File: src/rtl/lvl_intc_pkg.sv
package lvl_intc_pkg;

  localparam int SRC_PER_BANK = 32;
  localparam int LOC_W        = 5;

  localparam logic [1:0] OFF_CAUSE = 2'd0;
  localparam logic [1:0] OFF_IRQM  = 2'd1;
  localparam logic [1:0] OFF_FIQM  = 2'd2;
  localparam logic [1:0] OFF_ENDM  = 2'd3;

  // index of the most significant set bit, 0 when none set
  function automatic logic [LOC_W-1:0] top_bit_idx(input logic [SRC_PER_BANK-1:0] v);
    logic [LOC_W-1:0] r;
    r = '0;
    for (int i = 0; i < SRC_PER_BANK; i++) begin
      if (v[i]) r = LOC_W'(i);
    end
    return r;
  endfunction

  // pending word layout: valid flag in bit 31, source number in the low bits
  function automatic logic [31:0] pend_word(input logic valid, input logic [29:0] idx);
    return valid ? {1'b1, 1'b0, idx} : 32'h0;
  endfunction

endpackage

File: src/rtl/lvl_intc_bank.sv
module lvl_intc_bank
  import lvl_intc_pkg::*;
(
  input  logic                    clk_i,
  input  logic                    rst_ni,
  input  logic [SRC_PER_BANK-1:0] src_i,
  input  logic                    wr_i,
  input  logic [1:0]              wr_off_i,
  input  logic [31:0]             wdata_i,
  output logic [SRC_PER_BANK-1:0] cause_o,
  output logic [SRC_PER_BANK-1:0] irqm_o,
  output logic [SRC_PER_BANK-1:0] fiqm_o,
  output logic [SRC_PER_BANK-1:0] endm_o,
  output logic [SRC_PER_BANK-1:0] irq_act_o,
  output logic [SRC_PER_BANK-1:0] fiq_act_o,
  output logic [SRC_PER_BANK-1:0] endp_act_o
);

  logic [SRC_PER_BANK-1:0] cause_q, irqm_q, fiqm_q, endm_q;
  logic set_irqm, set_fiqm, set_endm;

  assign set_irqm = wr_i && (wr_off_i == OFF_IRQM);
  assign set_fiqm = wr_i && (wr_off_i == OFF_FIQM);
  assign set_endm = wr_i && (wr_off_i == OFF_ENDM);

  // level sampling; the cause offset has no write path
  always_ff @(posedge clk_i or negedge rst_ni) begin
    if (!rst_ni) cause_q <= '0;
    else         cause_q <= src_i;
  end

  always_ff @(posedge clk_i or negedge rst_ni) begin
    if (!rst_ni) begin
      irqm_q <= '0;
      fiqm_q <= '0;
      endm_q <= '0;
    end else begin
      if (set_irqm) irqm_q <= wdata_i;
      if (set_fiqm) fiqm_q <= wdata_i;
      if (set_endm) endm_q <= wdata_i;
    end
  end

  assign cause_o    = cause_q;
  assign irqm_o     = irqm_q;
  assign fiqm_o     = fiqm_q;
  assign endm_o     = endm_q;
  assign irq_act_o  = cause_q & irqm_q;
  assign fiq_act_o  = cause_q & fiqm_q;
  assign endp_act_o = cause_q & endm_q;

endmodule

File: src/rtl/lvl_intc_scan.sv
module lvl_intc_scan
  import lvl_intc_pkg::*;
#(
  parameter int NUM_BANKS = 2,
  localparam int NSRC  = NUM_BANKS * SRC_PER_BANK,
  localparam int IDX_W = $clog2(NSRC)
) (
  input  logic [NSRC-1:0]  act_i,
  output logic             valid_o,
  output logic [IDX_W-1:0] idx_o
);

  logic [NUM_BANKS-1:0] bank_any;
  logic [LOC_W-1:0]     bank_loc [NUM_BANKS];

  for (genvar b = 0; b < NUM_BANKS; b++) begin : g_bank
    assign bank_any[b] = |act_i[b*SRC_PER_BANK +: SRC_PER_BANK];
    assign bank_loc[b] = top_bit_idx(act_i[b*SRC_PER_BANK +: SRC_PER_BANK]);
  end

  // later banks overwrite earlier ones, so the highest active bank wins
  always_comb begin
    valid_o = 1'b0;
    idx_o   = '0;
    for (int b = 0; b < NUM_BANKS; b++) begin
      if (bank_any[b]) begin
        valid_o = 1'b1;
        idx_o   = IDX_W'(b * SRC_PER_BANK) + IDX_W'(bank_loc[b]);
      end
    end
  end

endmodule

File: src/rtl/lvl_intc_regif.sv
module lvl_intc_regif
  import lvl_intc_pkg::*;
#(
  parameter int NUM_BANKS = 2,
  parameter int ADDR_W    = 8,
  localparam int NSRC   = NUM_BANKS * SRC_PER_BANK,
  localparam int BSEL_W = ADDR_W - 4
) (
  input  logic                 sel_i,
  input  logic                 wr_i,
  input  logic [ADDR_W-1:0]    addr_i,
  input  logic [NSRC-1:0]      cause_i,
  input  logic [NSRC-1:0]      irqm_i,
  input  logic [NSRC-1:0]      fiqm_i,
  input  logic [NSRC-1:0]      endm_i,
  input  logic [31:0]          pend_i,
  output logic [NUM_BANKS-1:0] wr_bank_o,
  output logic [1:0]           wr_off_o,
  output logic [31:0]          rdata_o
);

  logic [BSEL_W-1:0] bsel;
  logic [1:0]        off;
  logic              aligned, bank_hit, pend_hit;

  assign bsel     = addr_i[ADDR_W-1:4];
  assign off      = addr_i[3:2];
  assign aligned  = (addr_i[1:0] == 2'b00);
  assign bank_hit = sel_i && aligned && (int'(bsel) < NUM_BANKS);
  assign pend_hit = sel_i && aligned && (int'(bsel) == NUM_BANKS) && (off == OFF_CAUSE);
  assign wr_off_o = off;

  for (genvar b = 0; b < NUM_BANKS; b++) begin : g_wr
    assign wr_bank_o[b] = bank_hit && wr_i && (int'(bsel) == b);
  end

  always_comb begin
    rdata_o = 32'h0;
    if (bank_hit) begin
      unique case (off)
        OFF_CAUSE: rdata_o = cause_i[int'(bsel)*SRC_PER_BANK +: SRC_PER_BANK];
        OFF_IRQM:  rdata_o = irqm_i [int'(bsel)*SRC_PER_BANK +: SRC_PER_BANK];
        OFF_FIQM:  rdata_o = fiqm_i [int'(bsel)*SRC_PER_BANK +: SRC_PER_BANK];
        OFF_ENDM:  rdata_o = endm_i [int'(bsel)*SRC_PER_BANK +: SRC_PER_BANK];
        default:   rdata_o = 32'h0;
      endcase
    end else if (pend_hit) begin
      rdata_o = pend_i;
    end
  end

endmodule

File: src/rtl/lvl_intc_top.sv
module lvl_intc_top
  import lvl_intc_pkg::*;
#(
  parameter int NUM_BANKS = 2,
  parameter int ADDR_W    = 8,
  localparam int NSRC  = NUM_BANKS * SRC_PER_BANK,
  localparam int IDX_W = $clog2(NSRC)
) (
  input  logic              clk_i,
  input  logic              rst_ni,
  input  logic [NSRC-1:0]   src_i,
  input  logic              bus_sel_i,
  input  logic              bus_wr_i,
  input  logic [ADDR_W-1:0] bus_addr_i,
  input  logic [31:0]       bus_wdata_i,
  output logic [31:0]       bus_rdata_o,
  output logic              irq_o,
  output logic              fiq_o,
  output logic [NSRC-1:0]   endp_o
);

  logic [NSRC-1:0]      cause_all, irqm_all, fiqm_all, endm_all;
  logic [NSRC-1:0]      irq_act_all, fiq_act_all;
  logic [NUM_BANKS-1:0] wr_bank;
  logic [1:0]           wr_off;
  logic                 pend_valid;
  logic [IDX_W-1:0]     pend_idx;
  logic [31:0]          pend_data;

  for (genvar b = 0; b < NUM_BANKS; b++) begin : g_bank
    lvl_intc_bank u_bank (
      .clk_i      (clk_i),
      .rst_ni     (rst_ni),
      .src_i      (src_i      [b*SRC_PER_BANK +: SRC_PER_BANK]),
      .wr_i       (wr_bank[b]),
      .wr_off_i   (wr_off),
      .wdata_i    (bus_wdata_i),
      .cause_o    (cause_all  [b*SRC_PER_BANK +: SRC_PER_BANK]),
      .irqm_o     (irqm_all   [b*SRC_PER_BANK +: SRC_PER_BANK]),
      .fiqm_o     (fiqm_all   [b*SRC_PER_BANK +: SRC_PER_BANK]),
      .endm_o     (endm_all   [b*SRC_PER_BANK +: SRC_PER_BANK]),
      .irq_act_o  (irq_act_all[b*SRC_PER_BANK +: SRC_PER_BANK]),
      .fiq_act_o  (fiq_act_all[b*SRC_PER_BANK +: SRC_PER_BANK]),
      .endp_act_o (endp_o     [b*SRC_PER_BANK +: SRC_PER_BANK])
    );
  end

  assign irq_o = |irq_act_all;
  assign fiq_o = |fiq_act_all;

  lvl_intc_scan #(.NUM_BANKS(NUM_BANKS)) u_scan (
    .act_i   (irq_act_all),
    .valid_o (pend_valid),
    .idx_o   (pend_idx)
  );

  assign pend_data = pend_word(pend_valid, 30'(pend_idx));

  lvl_intc_regif #(.NUM_BANKS(NUM_BANKS), .ADDR_W(ADDR_W)) u_regif (
    .sel_i     (bus_sel_i),
    .wr_i      (bus_wr_i),
    .addr_i    (bus_addr_i),
    .cause_i   (cause_all),
    .irqm_i    (irqm_all),
    .fiqm_i    (fiqm_all),
    .endm_i    (endm_all),
    .pend_i    (pend_data),
    .wr_bank_o (wr_bank),
    .wr_off_o  (wr_off),
    .rdata_o   (bus_rdata_o)
  );

endmodule

File: config.mk
export PLATFORM = sky130hd
export DESIGN_NAME = lvl_intc_top
export DESIGN_NICKNAME = d
export VERILOG_FILES = /design/src/rtl/lvl_intc_pkg.sv /design/src/rtl/lvl_intc_bank.sv /design/src/rtl/lvl_intc_scan.sv /design/src/rtl/lvl_intc_regif.sv /design/src/rtl/lvl_intc_top.sv
export SDC_FILE = /design/constraint.sdc
export NUM_CORES = 1
export LEC_CHECK = 0
export ABC_AREA = 1
export BUFFER_PORTS_ARGS = -buffer_cell sky130_fd_sc_hd__buf_2
export CORE_MARGIN = 1.5
export CORE_UTILIZATION = 27
export DETAILED_ROUTE_END_ITERATION = 8
export GPL_TIMING_DRIVEN = 1
export PLACE_DENSITY = 0.4
export SKIP_LAST_GASP = 1
export SLEW_MARGIN = 0
export SYNTH_ARGS = -nofsm -noshare
export SYNTH_HDL_FRONTEND = slang
export SYNTH_HIERARCHICAL = 1
export SYNTH_SLANG_ARGS = --single-unit
File: constraint.sdc
create_clock -name clk_i -period 3.9 [get_ports clk_i]
set_input_delay 0.78 -clock clk_i [delete_from_list [all_inputs] [get_ports clk_i]]
set_output_delay 0.78 -clock clk_i [all_outputs]
set_load 0.02 [all_outputs]
-- Word-level counts from Yosys, hierarchy flattened
Index checks and enable logic that the tools add are counted.
- flip-flop bits (word level): 256
- input port bits: 108
- output and inout port bits: 98
- add/subtract/negate cells: 1
- magnitude comparators: 1
- equal/unequal tests: 5
- shifts and indexed selects: 4
- muxes and demuxes: 70
- bitwise operators: 6
- reductions and logical operators: 20
- operator list (operator ; count):
    64-bit by 10-bit variable part select with 32-bit output ; 4
    32-bit AND ; 6
    5-bit 2-to-1 mux ; 33
    32-bit one-hot mux with 4 select lines ; 1
    64-bit OR reduction ; 2
    32-bit 2-to-1 mux ; 3
    4-bit 2-to-1 mux ; 16
    32-bit OR reduction ; 2
    3-bit 2-to-1 mux ; 8
    1-bit logical AND ; 13
    2-bit 2-to-1 mux ; 4
    6-bit by 5-bit adder with 6-bit output, first input constant ; 1
    6-bit 2-to-1 mux ; 1
    2-bit == test, second input constant ; 2
    4-bit by 2-bit == test with 1-bit output, second input constant ; 1
    4-bit by 3-bit == test with 1-bit output, second input constant ; 1
    2-bit logical NOT ; 2
    4-bit logical NOT ; 1
    4-bit by 2-bit < comparator with 1-bit output, second input constant ; 1
    1-bit 2-to-1 mux ; 4
    2-bit by 1-bit == test with 1-bit output, second input constant ; 1

-- Depth between registers and ports, before layout
- depth in word-level cells: 37
- depth in mapped cells: 41
- mapped depth without buffers: 41

-- Cells and area by module
The synthesis kept the hierarchy.
- by module, submodules not included (module ; times used ; cells an instance ; area an instance (sq um)):
    lvl_intc_bank ; 2 ; 653 ; 5460.2
    lvl_intc_regif ; 1 ; 688 ; 3128.0
    lvl_intc_scan ; 1 ; 223 ; 889.6
    lvl_intc_top ; 1 ; 139 ; 521.8

-- Least setup slack after synthesis
OpenSTA, ideal clock, no wires.
- kind: register to output
- start: register g_bank[0].u_bank.cause_q[2]
- end: output port bus_rdata_o[0]
- data arrival time: 2272 ps
- path slack: 848 ps
- cell stages (with the launch flop): 42
- path buffers: 0
- path through: dfrtp_1 nand2_1 inv_1 inv_1 nand2_1 nand2_1 nand2_1 nand2_1 nand2_1 nand2_1 nand2_1 nand2_1 nand2_1 nand2_1 nand2_1 nand2_1 nand2_1 nand2_1 [6 not listed] nand2_1 nand2_1 nand2_1 nand2_1 nand2_1 nand2_1 nand2_1 nand2_1 nand2_1 nand2_1 nand2_1 nand2_1 nand2_1 inv_1 nand3_1 nand2_1 nand2_1 inv_1
- cells in the longest elaborated chain, start to end: 36
- elaborated cells on any way between the ends: 39
- classes of those cells: mux (37); bitwise (1); reduce/logical (1)
- RTL lines (element ; line ; RTL):
    start: declaration ; lvl_intc_bank.sv:19 ; logic [SRC_PER_BANK-1:0] cause_q, irqm_q, fiqm_q, endm_q;
    start signal: assignment ; lvl_intc_bank.sv:29 ; else cause_q <= src_i;
    32-bit AND (*) ; lvl_intc_bank.sv:48 ; assign irq_act_o = cause_q & irqm_q;
    net irq_act_all[2] ; lvl_intc_top.sv:23 ; logic [NSRC-1:0] irq_act_all, fiq_act_all;
    2-bit 2-to-1 mux (2 in series) ; lvl_intc_pkg.sv:16 ; if (v[i]) r = LOC_W'(i);
    3-bit 2-to-1 mux (4 in series) ; lvl_intc_pkg.sv:16 ;
    4-bit 2-to-1 mux (8 in series) ; lvl_intc_pkg.sv:16 ;
    5-bit 2-to-1 mux (16 in series) ; lvl_intc_pkg.sv:16 ;
    5-bit 2-to-1 mux (*) ; lvl_intc_scan.sv:26 ; if (bank_any[b]) begin
    6-bit 2-to-1 mux (*) ; lvl_intc_scan.sv:26 ;
    net pend_idx[0] ; lvl_intc_top.sv:27 ; logic [IDX_W-1:0] pend_idx;
    32-bit 2-to-1 mux (*) ; lvl_intc_pkg.sv:23 ; return valid ? {1'b1, 1'b0, idx} : 32'h0;
    net pend_data[0] ; lvl_intc_top.sv:28 ; logic [31:0] pend_data;
    32-bit 2-to-1 mux (*) ; lvl_intc_regif.sv:47 ; end else if (pend_hit) begin
    32-bit 2-to-1 mux (*) ; lvl_intc_regif.sv:39 ; if (bank_hit) begin
    end: declaration ; lvl_intc_top.sv:16 ; output logic [31:0] bus_rdata_o,
The timed path passes the listed nets; every way through them passes the cells marked *.

-- Worst setup path in the final report
- start: register g_bank[0].u_bank.irqm_q[3]
- end: output port bus_rdata_o[0]
- cells in the longest elaborated chain, start to end: 35
- elaborated cells on any way between the ends: 38
- classes of those cells: mux (36); bitwise (1); reduce/logical (1)
- RTL lines (element ; line ; RTL):
    start: declaration ; lvl_intc_bank.sv:19 ;
    start signal: assignment ; lvl_intc_bank.sv:38 ; if (set_irqm) irqm_q <= wdata_i;
    32-bit AND (*) ; lvl_intc_bank.sv:48 ;
    net irq_act_all[3] ; lvl_intc_top.sv:23 ;
    2-bit 2-to-1 mux ; lvl_intc_pkg.sv:16 ;
    3-bit 2-to-1 mux (4 in series) ; lvl_intc_pkg.sv:16 ;
    4-bit 2-to-1 mux (8 in series) ; lvl_intc_pkg.sv:16 ;
    5-bit 2-to-1 mux (16 in series) ; lvl_intc_pkg.sv:16 ;
    5-bit 2-to-1 mux (*) ; lvl_intc_scan.sv:26 ;
    6-bit 2-to-1 mux (*) ; lvl_intc_scan.sv:26 ;
    net pend_idx[0] ; lvl_intc_top.sv:27 ;
    32-bit 2-to-1 mux (*) ; lvl_intc_pkg.sv:23 ;
    net pend_data[0] ; lvl_intc_top.sv:28 ;
    32-bit 2-to-1 mux (*) ; lvl_intc_regif.sv:47 ;
    32-bit 2-to-1 mux (*) ; lvl_intc_regif.sv:39 ;
Marks and branches as above.

==> tab_implementation.tex <==
\begin{tabular}{lr}
\hline
Metric & Value \\
\hline
\multicolumn{2}{l}{\textbf{Worst setup path}} \\
\quad Critical R2R Launch & g\_bank[0].u\_bank/irqm\_o[2] \\
\quad Signal arrival time at the worst endpoint & $\sim$3.3 ns \\
\quad Critical path class & flip-flop to primary output \\
\quad Launching element of the worst setup path & g\_bank[0].u\_bank/irqm\_o[3] \\
\quad Startpoint types & flip-flop \\
\quad Worst setup EP type & primary output \\
\quad Required time at the worst-slack endpoint & between 3 and 4 ns \\
\quad CP most frequent cell & nand2\_1 \\
\quad CP Capture Point & bus\_rdata\_o[0] \\
\quad Slowest library cell on the worst path & dfrtp\_1 \\
\quad Slack of the worst reg-to-reg path & 3.16 ns \\
\quad Critical Path Fanout Max & 3 \\
\quad Worst reg2reg path depth & 3 \\
\quad Crit path largest cell delay & 0.37 ns \\
\quad End of the worst register-to-register path & g\_bank[0].u\_bank/irqm\_o[2] \\
\multicolumn{2}{l}{\textbf{Drt}} \\
\quad Drt first pass iters & 6 \\
\quad Total Routed Length & about 65000 um \\
\quad Remaining antenna violation count after routing & 0 \\
\quad Drt initial violations & approximately 1300 \\
\quad Number of remaining DRC errors & 0 \\
\quad Total number of vias & between 15000 and 20000 \\
\quad Via/cell ratio & approximately 4.8 \\
\quad Routed length per instance & 19.4 um \\
\multicolumn{2}{l}{\textbf{Clocking}} \\
\quad TritonCTS Buffers & 36 \\
\quad H-tree depth & 2 \\
\quad Clk\_lat worst skew & $\sim$0.56 ns \\
\quad Bufs on Longest Clock Path & 3 \\
\quad Number of clock sinks & $\sim$260 \\
\quad Clock Root Buffer & clkbuf\_16 \\
\quad Clock Pin Slew Worst Setup and Hold Paths & around 0.060 ns \\
\quad Clock tree from TritonCTS & built \\
\multicolumn{2}{l}{\textbf{Global route}} \\
\quad Vias in the first global route & approximately 15000 \\
\quad All-Layer GR Usage & 0.218 \\
\quad Global-route wire length before repair & approximately 97000 um \\
\quad Pin count of the biggest net entering global routing & between 100 and 150 \\
\quad Number of antenna violations at the first check in global routing & 1 \\
\quad Congestion Overflow GR & 0 \\
\multicolumn{2}{l}{\textbf{Layout}} \\
\quad Number of antenna diodes & 0 \\
\quad Synthesis-to-finish area growth & 21.6\% \\
\quad Share of layout cells above drive strength 1 & 0.151 \\
\quad Fill cell instance count of the final layout & roughly 6300 \\
\quad Final instance area & between 15000 and 20000 um2 \\
\quad Net count, final & between 2000 and 3000 \\
\multicolumn{2}{l}{\textbf{Die}} \\
\quad Number of cell rows & just under 90 \\
\quad Die width & 242 um \\
\quad Initial Utilization & 0.274 \\
\quad Core region area & approximately 56000 um2 \\
\quad Die height & about 240 um \\
\quad Die ar. & slightly below 60000 um2 \\
\quad IO Count & between 200 and 250 \\
\multicolumn{2}{l}{\textbf{STA}} \\
\quad Final Hold Violating Endpoints & 0 \\
\quad Post-layout min period & a little over 4 ns \\
\quad Total setup violations reported at the end of the flow & 1 \\
\quad Slew at the pin closest to its max-slew limit & between 0.8 and 0.9 ns \\
\quad Maximum frequency from static timing analysis & roughly 250 MHz \\
\quad Crit share post-route & 1.03 \\
\quad Max-slew violation count & 0 \\
\quad Hold Slack & about 0.2 ns \\
\quad Worst slew slack as a fraction of its limit & 0.411 \\
\quad Worst path setup slack after routing & -0.126 ns \\
\quad Final clock skew & 0 ns \\
\quad Sum Neg Setup Slack & -0.126 ns \\
\quad Unrepaired setup endpoints after global routing & yes \\
\multicolumn{2}{l}{\textbf{Status}} \\
\quad Violated checks & setup timing \\
\quad Run status & finished with violations \\
\multicolumn{2}{l}{\textbf{Power}} \\
\quad Power per standard cell area & slightly below 400 nW/um2 \\
\quad Leakage & approximately 12 nW \\
\quad Worst ir drop on vdd & between 200 and 250 uV \\
\quad Total power draw & 7.27 mW \\
\multicolumn{2}{l}{\textbf{Synth}} \\
\quad Synthesized netlist cell count & between 2000 and 2500 \\
\quad Post-Synthesis Cell Area & around 15000 um2 \\
\quad Part of the Yosys area used for sequential elements & 0.414 \\
\quad Post-synthesis area per instance & around 6.6 um2 \\
\quad Distinct cells, synth & 28 \\
\quad Number of synthesized register bits & $\sim$260 \\
\quad Number of warnings reported in the yosys synthesis log & 6 \\
\multicolumn{2}{l}{\textbf{Place}} \\
\quad Worst slack after detailed placement & 0.347 ns \\
\quad Cell area after placement & 17300 um2 \\
\quad HPWL reported at the end of detailed placement & 43600 um \\
\quad Count of buffers from port buffering & between 200 and 250 \\
\quad Final RePlAce weighted congestion & between 0.8 and 0.9 \\
\multicolumn{2}{l}{\textbf{Flow run}} \\
\quad Reported max-cap violation count & 0 \\
\multicolumn{2}{l}{\textbf{Hold path}} \\
\quad Min-delay worst type & input port to asynchronous set/reset pin \\
\hline
\end{tabular}
## critical path: cells and delay by family (launching register included)
kind,cells,cell delay [ns]
and+or+nand+nor,36,1.93
buffers and inverters,5,0.41
DFF,1,0.37
## cell usage after synthesis, drive strengths merged
library cell | count | area (um2)
a2111o | 1 | 11.3
a21boi | 1 | 7.51
a21oi | 2 | 10.0
a31oi | 2 | 12.5
buf | 108 | 617
bufinv | 1 | 17.5
clkbuf | 33 | 124
conb | 1 | 3.75
dfrtp | 256 | 6410
inv | 304 | 1140
nand2 | 924 | 3470
nand3 | 201 | 1010
nand4 | 193 | 1210
nor2 | 257 | 972
nor3 | 3 | 15.0
nor4 | 1 | 6.26
o211ai | 1 | 7.51
o21ai | 35 | 175
o21bai | 32 | 240
## cells by family (layout without fill, tap and decap cells)
family,count (synthesis),in the layout,synth area share
and+or+nand+nor,1579,1579,0.432
buffers and inverters,446,644,0.123
DFF,256,256,0.414
AOI/OAI and AO/OA,74,74,0.0300
other,1,25,0.000243
## report_power, final
group,total (mW),switching (mW),internal [mW]
logic,0.907,0.645,0.262
registers,2.84,0.0923,2.75
clock network,3.53,1.35,2.18
total,7.27,2.09,5.19
## routing by layer
layer / global-route usage / wire length [um]
met5: 0 / 0
met2: 0.340 / 29000
met3: 0.0343 / 3610
met1: 0.301 / 29800
met4: 0.0824 / 2300
## metrics by stage
step	std cells	utilization
after floorplan	2380	-
after global placement	3247	0.306
after detailed placement	3247	0.306
after CTS	3333	0.331
after global routing	3334	0.333
final	3334	0.333
## layout by cell type, fill, tap and decap left out, types with 4 or more instances in the layout
cell	n
buf_2	200
bufinv_16	6
dfrtp_1	254
buf_12	10
buf_4	60
o21ai_0	33
inv_1	282
buf_6	4
clkinv_2	5
nor2_1	246
nand2_2	12
nor2_2	11
nand2_1	912
inv_2	21
nand3_1	200
nand4_1	192
clkbuf_16	37
clkbuf_1	8
conb_1	25
clkinvlp_4	4
o21bai_1	32
## registers in the layout (all words and copies together) (netlist names)
| name | count |
|---|---|
| g_bank.u_bank/cause_o | 64 |
| g_bank.u_bank/endm_o | 64 |
| g_bank.u_bank/fiqm_o | 64 |
| g_bank.u_bank/irqm_o | 64 |
## cell type report
| type | instances | area, um2 | area share |
|---|---|---|---|
| repair buffers | 275 | 1710 | 0.0910 |
| multi-input cells | 1678 | 7340 | 0.390 |
| inverters | 305 | 1160 | 0.0617 |
| well taps | 756 | 946 | 0.0503 |
| flip-flops and latches | 256 | 6410 | 0.341 |
| clock inverters | 17 | 253 | 0.0134 |
| clock buffers | 47 | 983 | 0.0523 |
## worst min-delay path by stage
| stage | from | depth (start not counted) | slack, ns | to |
|---|---|---|---|---|
| floorplan | g_bank[1].u_bank/irqm_o[25] | 2 | 0.46 | g_bank[1].u_bank/irqm_o[25] |
| global placement | g_bank[1].u_bank/irqm_o[29] | 2 | 0.47 | g_bank[1].u_bank/irqm_o[29] |
| detailed placement | g_bank[1].u_bank/irqm_o[9] | 2 | 0.48 | g_bank[1].u_bank/irqm_o[9] |
| CTS | rst_ni | 1 | 0.23 | g_bank[0].u_bank/endm_o[4] |
| global route | rst_ni | 1 | 0.25 | g_bank[0].u_bank/endm_o[4] |
| finish | rst_ni | 1 | 0.20 | g_bank[0].u_bank/endm_o[4] |
## timing repair
action	4_1_cts	5_1_grt
gates resized for setup	13	31
setup buffers	22	2
hold buffers	0	0
pin swaps	5	17
endpoints found under the setup margin	7	7
No activity file was read; power rests on OpenSTA's default activity.
